===== src/rtl/ipsc_pkg.sv =====
package ipsc_pkg;
  typedef enum logic [1:0] {
    PS_DOWN = 2'd0,
    PS_UP   = 2'd1,
    PS_ACT  = 2'd2
  } pstate_t;
endpackage


===== src/rtl/ipsc_mode_track.sv =====
module ipsc_mode_track (
  input  logic clk_i,
  input  logic rst_i,
  input  logic cfg_i,
  output logic armed_o
);
  logic cfg_q;
  logic armed_q;

  // cfg_q resets high so a level already present at reset is not an edge
  always_ff @(posedge clk_i) begin
    if (rst_i) begin
      cfg_q   <= 1'b1;
      armed_q <= 1'b0;
    end else begin
      cfg_q   <= cfg_i;
      armed_q <= cfg_i & (armed_q | ~cfg_q);
    end
  end

  assign armed_o = armed_q;

  p_arm_needs_cfg_r7: assert property (@(posedge clk_i) disable iff (rst_i)
    $rose(armed_q) |-> $past(cfg_i) && !$past(cfg_q));
endmodule


===== src/rtl/ipsc_state_fsm.sv =====
module ipsc_state_fsm
  import ipsc_pkg::*;
#(
  parameter int CODE_W = 4,
  parameter logic [CODE_W-1:0] CMD_TIM  = 4'b0000,
  parameter logic [CODE_W-1:0] CMD_AR   = 4'b1000,
  parameter logic [CODE_W-1:0] CMD_DI   = 4'b1111,
  parameter logic [CODE_W-1:0] IND_DOWN = 4'b1111,
  parameter logic [CODE_W-1:0] IND_UP   = 4'b0111,
  parameter logic [CODE_W-1:0] IND_ACT  = 4'b0100
) (
  input  logic              clk_i,
  input  logic              rst_i,
  input  logic              armed_i,
  input  logic              cfg_i,
  input  logic              sw_pwr_up_i,
  input  logic              cmd_valid_i,
  input  logic [CODE_W-1:0] cmd_i,
  output pstate_t           state_o,
  output logic [CODE_W-1:0] ind_o,
  output logic              strb_o
);
  pstate_t           state_q, nxt;
  logic              accept;
  logic [CODE_W-1:0] ind_q;
  logic              strb_q;
  logic              is_tim, is_ar, is_di;

  assign is_tim = cmd_valid_i && (cmd_i == CMD_TIM);
  assign is_ar  = cmd_valid_i && (cmd_i == CMD_AR);
  assign is_di  = cmd_valid_i && (cmd_i == CMD_DI);

  function automatic logic [CODE_W-1:0] ind_of(pstate_t s);
    case (s)
      PS_UP:   ind_of = IND_UP;
      PS_ACT:  ind_of = IND_ACT;
      default: ind_of = IND_DOWN;
    endcase
  endfunction

  always_comb begin
    nxt    = state_q;
    accept = 1'b0;
    case (state_q)
      PS_DOWN: begin
        if (armed_i) begin
          if (sw_pwr_up_i || !cfg_i) nxt = PS_UP;
        end else if (is_tim) begin
          nxt = PS_UP;
        end else if (is_ar) begin
          nxt    = PS_ACT;
          accept = 1'b1;
        end
      end
      PS_UP: begin
        if (is_di) begin
          nxt = PS_DOWN;
        end else if (is_ar) begin
          nxt    = PS_ACT;
          accept = 1'b1;
        end
      end
      PS_ACT: begin
        if (is_di) nxt = PS_DOWN;
      end
      default: nxt = PS_DOWN;
    endcase
  end

  always_ff @(posedge clk_i) begin
    if (rst_i) begin
      state_q <= PS_DOWN;
      ind_q   <= IND_DOWN;
      strb_q  <= 1'b0;
    end else begin
      state_q <= nxt;
      ind_q   <= ind_of(nxt);
      strb_q  <= accept;
    end
  end

  assign state_o = state_q;
  assign ind_o   = ind_q;
  assign strb_o  = strb_q;

  p_ind_legal_r2: assert property (@(posedge clk_i) disable iff (rst_i)
    (ind_q == IND_DOWN) || (ind_q == IND_UP) || (ind_q == IND_ACT));
  p_strobe_single_r6: assert property (@(posedge clk_i) disable iff (rst_i)
    strb_q |=> !strb_q);
  p_ar_ignored_armed_r8: assert property (@(posedge clk_i) disable iff (rst_i)
    (state_q == PS_DOWN && armed_i && is_ar) |=> !strb_q);
  p_di_to_down_r5: assert property (@(posedge clk_i) disable iff (rst_i)
    (state_q != PS_DOWN && is_di) |=> (ind_q == IND_DOWN));
endmodule


===== src/rtl/ipsc_gate.sv =====
module ipsc_gate (
  input  logic clk_i,
  input  logic rst_i,
  input  logic want_on_i,
  input  logic tick_i,
  output logic clk_en_o,
  output logic frm_en_o
);
  logic clk_q, frm_q;

  // on: clock first, frame one tick later; off: frame first, clock later
  always_ff @(posedge clk_i) begin
    if (rst_i) begin
      clk_q <= 1'b1;
      frm_q <= 1'b1;
    end else if (tick_i) begin
      if (want_on_i) begin
        clk_q <= 1'b1;
        frm_q <= clk_q;
      end else begin
        frm_q <= 1'b0;
        clk_q <= frm_q;
      end
    end
  end

  assign clk_en_o = clk_q;
  assign frm_en_o = frm_q;

  p_hold_between_ticks_r9: assert property (@(posedge clk_i) disable iff (rst_i)
    !tick_i |=> $stable({clk_q, frm_q}));
  p_frame_needs_clock_r10: assert property (@(posedge clk_i) disable iff (rst_i)
    frm_q |-> clk_q);
endmodule


===== src/rtl/ifc_pwr_ctrl.sv =====
module ifc_pwr_ctrl
  import ipsc_pkg::*;
#(
  parameter int CODE_W = 4,
  parameter logic [CODE_W-1:0] CMD_TIM  = 4'b0000,
  parameter logic [CODE_W-1:0] CMD_AR   = 4'b1000,
  parameter logic [CODE_W-1:0] CMD_DI   = 4'b1111,
  parameter logic [CODE_W-1:0] IND_DOWN = 4'b1111,
  parameter logic [CODE_W-1:0] IND_UP   = 4'b0111,
  parameter logic [CODE_W-1:0] IND_ACT  = 4'b0100
) (
  input  logic              clk_i,
  input  logic              rst_i,
  input  logic              clk_stop_cfg_i,
  input  logic              sw_pwr_up_i,
  input  logic              cmd_valid_i,
  input  logic [CODE_W-1:0] cmd_i,
  input  logic              frame_tick_i,
  output logic              clk_en_o,
  output logic              frm_en_o,
  output logic [CODE_W-1:0] ind_o,
  output logic              act_req_o
);
  logic    armed;
  pstate_t state;
  logic    want_on;

  ipsc_mode_track u_mode (
    .clk_i   (clk_i),
    .rst_i   (rst_i),
    .cfg_i   (clk_stop_cfg_i),
    .armed_o (armed)
  );

  ipsc_state_fsm #(
    .CODE_W(CODE_W), .CMD_TIM(CMD_TIM), .CMD_AR(CMD_AR), .CMD_DI(CMD_DI),
    .IND_DOWN(IND_DOWN), .IND_UP(IND_UP), .IND_ACT(IND_ACT)
  ) u_fsm (
    .clk_i       (clk_i),
    .rst_i       (rst_i),
    .armed_i     (armed),
    .cfg_i       (clk_stop_cfg_i),
    .sw_pwr_up_i (sw_pwr_up_i),
    .cmd_valid_i (cmd_valid_i),
    .cmd_i       (cmd_i),
    .state_o     (state),
    .ind_o       (ind_o),
    .strb_o      (act_req_o)
  );

  assign want_on = !(armed && state == PS_DOWN);

  ipsc_gate u_gate (
    .clk_i     (clk_i),
    .rst_i     (rst_i),
    .want_on_i (want_on),
    .tick_i    (frame_tick_i),
    .clk_en_o  (clk_en_o),
    .frm_en_o  (frm_en_o)
  );

  p_unarmed_clock_on_r4: assert property (@(posedge clk_i) disable iff (rst_i)
    (!armed && !clk_en_o && frame_tick_i) |=> clk_en_o);
endmodule


===== config.mk =====
export PLATFORM = sky130hd
export DESIGN_NAME = ifc_pwr_ctrl
export DESIGN_NICKNAME = d
export VERILOG_FILES = /design/src/rtl/ipsc_pkg.sv /design/src/rtl/ipsc_mode_track.sv /design/src/rtl/ipsc_state_fsm.sv /design/src/rtl/ipsc_gate.sv /design/src/rtl/ifc_pwr_ctrl.sv
export SDC_FILE = /design/constraint.sdc
export NUM_CORES = 1
export LEC_CHECK = 0
export BUFFER_PORTS_ARGS = -buffer_cell sky130_fd_sc_hd__buf_2
export CAP_MARGIN = 0
export CORE_AREA = 2 2 39 41
export DETAILED_ROUTE_END_ITERATION = 16
export DIE_AREA = 0 0 41 43
export GPL_ROUTABILITY_DRIVEN = 0
export PLACE_DENSITY = 0.65
export SLEW_MARGIN = 20
export SYNTH_ARGS = -nofsm -noshare
export SYNTH_HDL_FRONTEND = slang
export SYNTH_HIERARCHICAL = 1
export SYNTH_SLANG_ARGS = --single-unit

===== constraint.sdc =====
create_clock -name clk_i -period 1.6 [get_ports clk_i]
set_input_delay 0.08 -clock clk_i [delete_from_list [all_inputs] [get_ports clk_i]]
set_output_delay 0.08 -clock clk_i [all_outputs]
set_load 0.01 [all_outputs]

### Yosys cells after proc, flatten, opt, wreduce, memory -nomap -nowiden

Cells that the tools add are included.

| storage, ports and cells | value |
|---|---|
| flip-flop bits (word level) | 11 |
| word-level logic and storage cells | 39 |

| operators by class | value |
|---|---|
| equal/unequal tests | 6 |
| multiplexer cells | 15 |
| bitwise gates (word level) | 3 |
| reductions and logical operators | 8 |

Operators by type and width:

| operator | count |
|---|---|
| two-way mux 2 bit | 6 |
| == test 4 bit (second input constant) | 2 |
| case mux 4 bit (2 select lines) | 1 |
| two-way mux 1 bit | 6 |
| case mux 2 bit (3 select lines) | 1 |
| == test 2 x 1 -> 1 bit (second input constant) | 2 |
| == test 2 bit (second input constant) | 2 |
| logical AND 1 bit | 4 |
| zero test 4 bit | 1 |
| zero test 2 bit | 1 |
| case mux 1 bit (2 select lines) | 1 |
| bitwise AND 1 bit | 1 |
| zero test 1 bit | 1 |
| logical OR 1 bit | 1 |
| inverter 1 bit | 1 |
| OR 1 bit | 1 |

### Depth between registers and ports, before layout

| depth | value |
|---|---|
| depth after elaboration | 8 |
| depth in mapped cells | 5 |
| gate-level depth less buffers | 5 |

### Cells and area by module

Netlist, hierarchy kept.

Modules (own cells, without submodules):

| module | instances | cells each | area an instance (µm²) | seq. area each (µm²) |
|---|---|---|---|---|
| ipsc_state_fsm | 1 | 32 | 294.0 | 100.1 |
| ipsc_gate | 1 | 7 | 73.8 | 40.0 |
| ipsc_mode_track | 1 | 5 | 72.6 | 40.0 |
| ifc_pwr_ctrl | 1 | 1 | 8.8 | 0.0 |

### Worst setup path before layout

OpenSTA, ideal clock, no wires.

| timing | value |
|---|---|
| kind | register to register |
| from | register u_mode.armed_q (netlist: u_mode/armed_o) |
| to | register u_fsm.ind_q[3] (netlist: u_fsm/ind_o[3]) |
| setup time | 0.123 ns |
| data arrival time | 1.331 ns |
| required time | 1.477 ns |
| slack | 0.145 ns |
| cell stages (with the launch flop) | 6 |
| clock period less this slack | 1.455 ns |
| cell sequence | dfxtp_1 > nand2_1 > o21ai_0 > o22a_1 > ha_1 > or2_2 |

| on the way | value |
|---|---|
| word-level cells in the longest chain between the ends | 4 |

Ends and longest elaborated chain:

| what | line | source |
|---|---|---|
| start: declaration | ipsc_mode_track.sv:8 | `logic armed_q;` |
| start signal: assignment | ipsc_mode_track.sv:17 | `armed_q <= cfg_i & (armed_q \| ~cfg_q);` |
| two-way mux 2 bit * | ipsc_state_fsm.sv:46 | `if (armed_i) begin` |
| case mux 2 bit (3 select lines) * | ipsc_state_fsm.sv:44 | `case (state_q)` |
| == test 2 bit or == test 2 x 1 -> 1 bit (tied branches) | ipsc_state_fsm.sv:34 | `case (s)` |
| case mux 4 bit (2 select lines) * | ipsc_state_fsm.sv:34 |  |
| end signal: assignment | ipsc_state_fsm.sv:77 | `ind_q <= ind_of(nxt);` |
| end: declaration | ipsc_state_fsm.sv:25 | `logic [CODE_W-1:0] ind_q;` |

Mark *: on every way between the ends. The rest lies on a longest branch, timed or not.
A chain may end at the register's enable or synchronous reset.

### Final worst setup path

| timing | value |
|---|---|
| from | register u_fsm.state_q[1] (netlist: u_fsm/state_o[1]) |
| to | register u_fsm.ind_q[3] (netlist: u_fsm/ind_o[3]) |

| on the way | value |
|---|---|
| word-level cells in the longest chain between the ends | 6 |

Ends and longest elaborated chain:

| what | line | source |
|---|---|---|
| start: declaration | ipsc_state_fsm.sv:23 | `pstate_t state_q, nxt;` |
| start signal: assignment | ipsc_state_fsm.sv:76 | `state_q <= nxt;` |
| two-way mux 2 bit | ipsc_state_fsm.sv:50, ipsc_state_fsm.sv:58 |  |
| two-way mux 2 bit | ipsc_state_fsm.sv:48 | `end else if (is_tim) begin` |
| two-way mux 2 bit | ipsc_state_fsm.sv:46 |  |
| case mux 2 bit (3 select lines) * | ipsc_state_fsm.sv:44 |  |
| == test 2 bit or == test 2 x 1 -> 1 bit (tied branches) | ipsc_state_fsm.sv:34 |  |
| case mux 4 bit (2 select lines) * | ipsc_state_fsm.sv:34 |  |

Marked as above.

==> summary.txt <==
Routing
  • Vias per inst: between 4 and 5
  • Average wire per standard cell: 11.2 um
  • Drc violations: 0
  • Antenna viol nets, final: 0
  • Initial DRC Count: 12
  • Final wirelength: 899 um
  • DR vias: between 300 and 400
  • DR pass1 iterations: 4

Finish
  • Post-layout util: 41.8%
  • Diode count: 0
  • Synthesis-to-layout area growth: 28.7%
  • Design Area, Final: 578 um^2
  • Final #Nets: 76
  • Layout cell share with drive strength beyond 1: 48.4%

Synth
  • Synth top area cells: dfxtp_1 40%, nor4b_4 5.3%, nand2b_1 4.2%
  • Commonest cells in the netlist: 9 x dfxtp_1, 4 x nor2_1, 3 x nand2b_1
  • Complex-gate fraction of the synthesized area: 16.4%
  • Synth unique cells: 28
  • Syn_nets: 56
  • Cell with the most instances after synthesis: dfxtp_1
  • Yosys top cell area share: 40.1%
  • Synth Area in Simple Gates: 35.7%
  • Syn Area/Cell: 9.98 um^2
  • Yosys top cell by area: dfxtp_1
  • Number of synthesized register bits: 9
  • Synthesis Warnings: 6
  • Mux cell area share after synthesis: 0%
  • Post-synthesis cell area: 449 um^2
  • Synth Flop Type: dfxtp_1
  • XOR/XNOR Fraction of Synth Area: 0%
  • Async SR Flop Fraction: 0%
  • Synthesized-area fraction occupied by adder cells: 2.79%
  • Largest family of logic cells by synthesized area: simple AND/OR/NAND/NOR gates
  • Number of synthesized flops with an enable pin: 0
  • Post-synthesis sequential area ratio: 40.1%
  • Cells after synthesis: 45

Floorplan
  • I/O pins: 17
  • Die Area: 1760 um^2
  • Row cnt: 14
  • Initial Utilization: roughly a third
  • Die Y-Extent: 43 um
  • Chip width: 41 um
  • Core box area: approximately 1400 um^2

Power
  • Clock group share of total power: 35.7%
  • Sw Pwr: 0.000115 W
  • PD cells: 832 nW/um^2
  • Final total power: 0.000481 W
  • Internal Power: 0.000366 W
  • Sw Ratio: between 20% and 30%
  • Leak: about 0.24 nW
  • Peak supply drop: 0.000230 V
  • Register share of total power: 49.4%
  • Logic pwr share: about 15%

STA
  • Setup TNS: 0 ns
  • Worst hold slack: 0.0297 ns
  • Final Slew Violations: 0
  • Count of final hold-check violations: 0
  • Max Clock Freq: 0.650 GHz
  • Fin crit period: 1.54 ns
  • Max Clock Skew: 0.00643 ns
  • Final period util: 96.2%
  • RSZ-0062 raised after global routing: no
  • Setup-failing EPs final: 0

Clock network
  • Root Buffer: clkbuf_4
  • Clk sinks: 9
  • Clock latency on the worst-skew pair: 0.26 ns
  • CTS Buf Count: 3
  • H-tree levels: 1
  • Post-CTS resize count: 0
  • Hold-fix buffers, CTS: 0
  • CTS clk-pin slew, worst paths: 0.06 ns
  • Post-CTS setup buffer count: 0
  • CTS tree: yes
  • Clock Tree Buf Depth: 2

Place
  • Buffers on Ports: 15
  • DP Area: ~540 um^2
  • Dpl hpwl: 699 um

Global routing
  • Overflow after GRT: 0
  • Largest net degree at the start of global routing: 12
  • Vias in the first global route: around 340
  • Total GRT Usage: 12.0%
  • Initial antenna violation count: 0
  • First-pass GRT wire length: 1350 um

Worst setup path
  • CP Launch Type: register
  • Max Fanout on Critical Path: 6
  • CP max stage delay: 0.36 ns
  • CP Class: register to register
  • Crit path capture type: register
  • Worst Path Arrival: roughly 1.7 ns
  • Crit-path slowest cell: dfxtp_4
  • Req. time, crit path: 1.74 ns
  • Crit path cell chain: nor2_2 > o21ai_1 > buf_4 > o22a_1 > ha_1 > or2_2

Run status
  • Status: completed

Job
  • Maxcap violations: 0

Min path
  • HP Class: input port to register
[layout make-up]
class | instances | area, um^2
Timing Repair Buffer | 17 | 90.1
Fill cell | 136 | 806
Sequential cell | 9 | 185
Multi-Input combinational cell | 33 | 253
Tap cell | 16 | 20.0
Inverter | 1 | 3.75
Clock buffer | 4 | 26.3
[sequential cells by signal, summed over array words and instances (netlist names)]
register	flops
u_mode/cfg_q	1
u_fsm/state_o	2
u_fsm/ind_o	2
u_gate/frm_en_o	1
u_fsm/strb_o	1
u_mode/armed_o	1
u_gate/clk_en_o	1
[worst paths after layout]
path	start	slack (ns)	depth (start not counted)	end
worst max-delay path	u_fsm/state_o[1]$_SDFF_PP0_	0.06	6	u_fsm/ind_o[3]$_SDFF_PP1_
worst min-delay path	clk_stop_cfg_i	0.03	2	u_mode/cfg_q$_SDFF_PP1_
worst max register to register	u_fsm/state_o[1]$_SDFF_PP0_	0.06	6	u_fsm/ind_o[3]$_SDFF_PP1_
worst min register to register	u_gate/clk_en_o$_SDFFE_PP1P_	0.51	2	u_gate/clk_en_o$_SDFFE_PP1P_
[through the flow]
step                      std cells  setup slack [ns]
final                            80            0.0608
after global routing             80           0.00866
after CTS                        80           0.00319
after detailed placement         76           -0.0122
after global placement           76            0.0411
after floorplan                  45             0.145
[per-layer routing]
metal | part of all wire, % | wire [um] | GRT usage (%)
met3 | 5.6 | 50 | 1.57
met4 | 1.6 | 14 | 10.0
met5 | 0 | 0 | 0
met2 | 47 | 427 | 17.2
met1 | 45 | 406 | 14.8
[critical path: cells and delay by family (launching register included)]
kind / cells / cell delay, ns
DFF: 1 / 0.36
buffers and inverters: 1 / 0.13
adders and majority gates: 1 / 0.28
and+or+nand+nor: 2 / 0.38
AOI/OAI and AO/OA: 2 / 0.28
[layout by cell type (no fill, tap or decap), types with 2 or more instances in the layout]
cell type / netlist / final
or2_2: 2 / 2
nor2_1: 4 / 3
buf_4: 2 / 2
dfxtp_1: 9 / 7
buf_2: 0 / 15
nand2b_1: 3 / 3
clkbuf_4: 0 / 3
nor2b_1: 2 / 2
[power by group through the flow]
stage          sequential [W]  clock, W  combinational (W)
2_1_floorplan        0.000245         0          0.0000367
3_5_place_dp         0.000243         0          0.0000718
5_1_grt              0.000239  0.000191          0.0000779
6_report             0.000237  0.000171          0.0000719
3_3_place_gp         0.000242         0          0.0000693
4_1_cts              0.000238  0.000183          0.0000721
[logic make-up after synthesis]
family,count (synthesis)
AND/OR/NAND/NOR,22
AO/OA/AOI/OAI,9
flip-flops,9
buffers and inverters,3
adder cells (fa/ha/maj),1
other,1
Power figures use the tool's default switching activity.
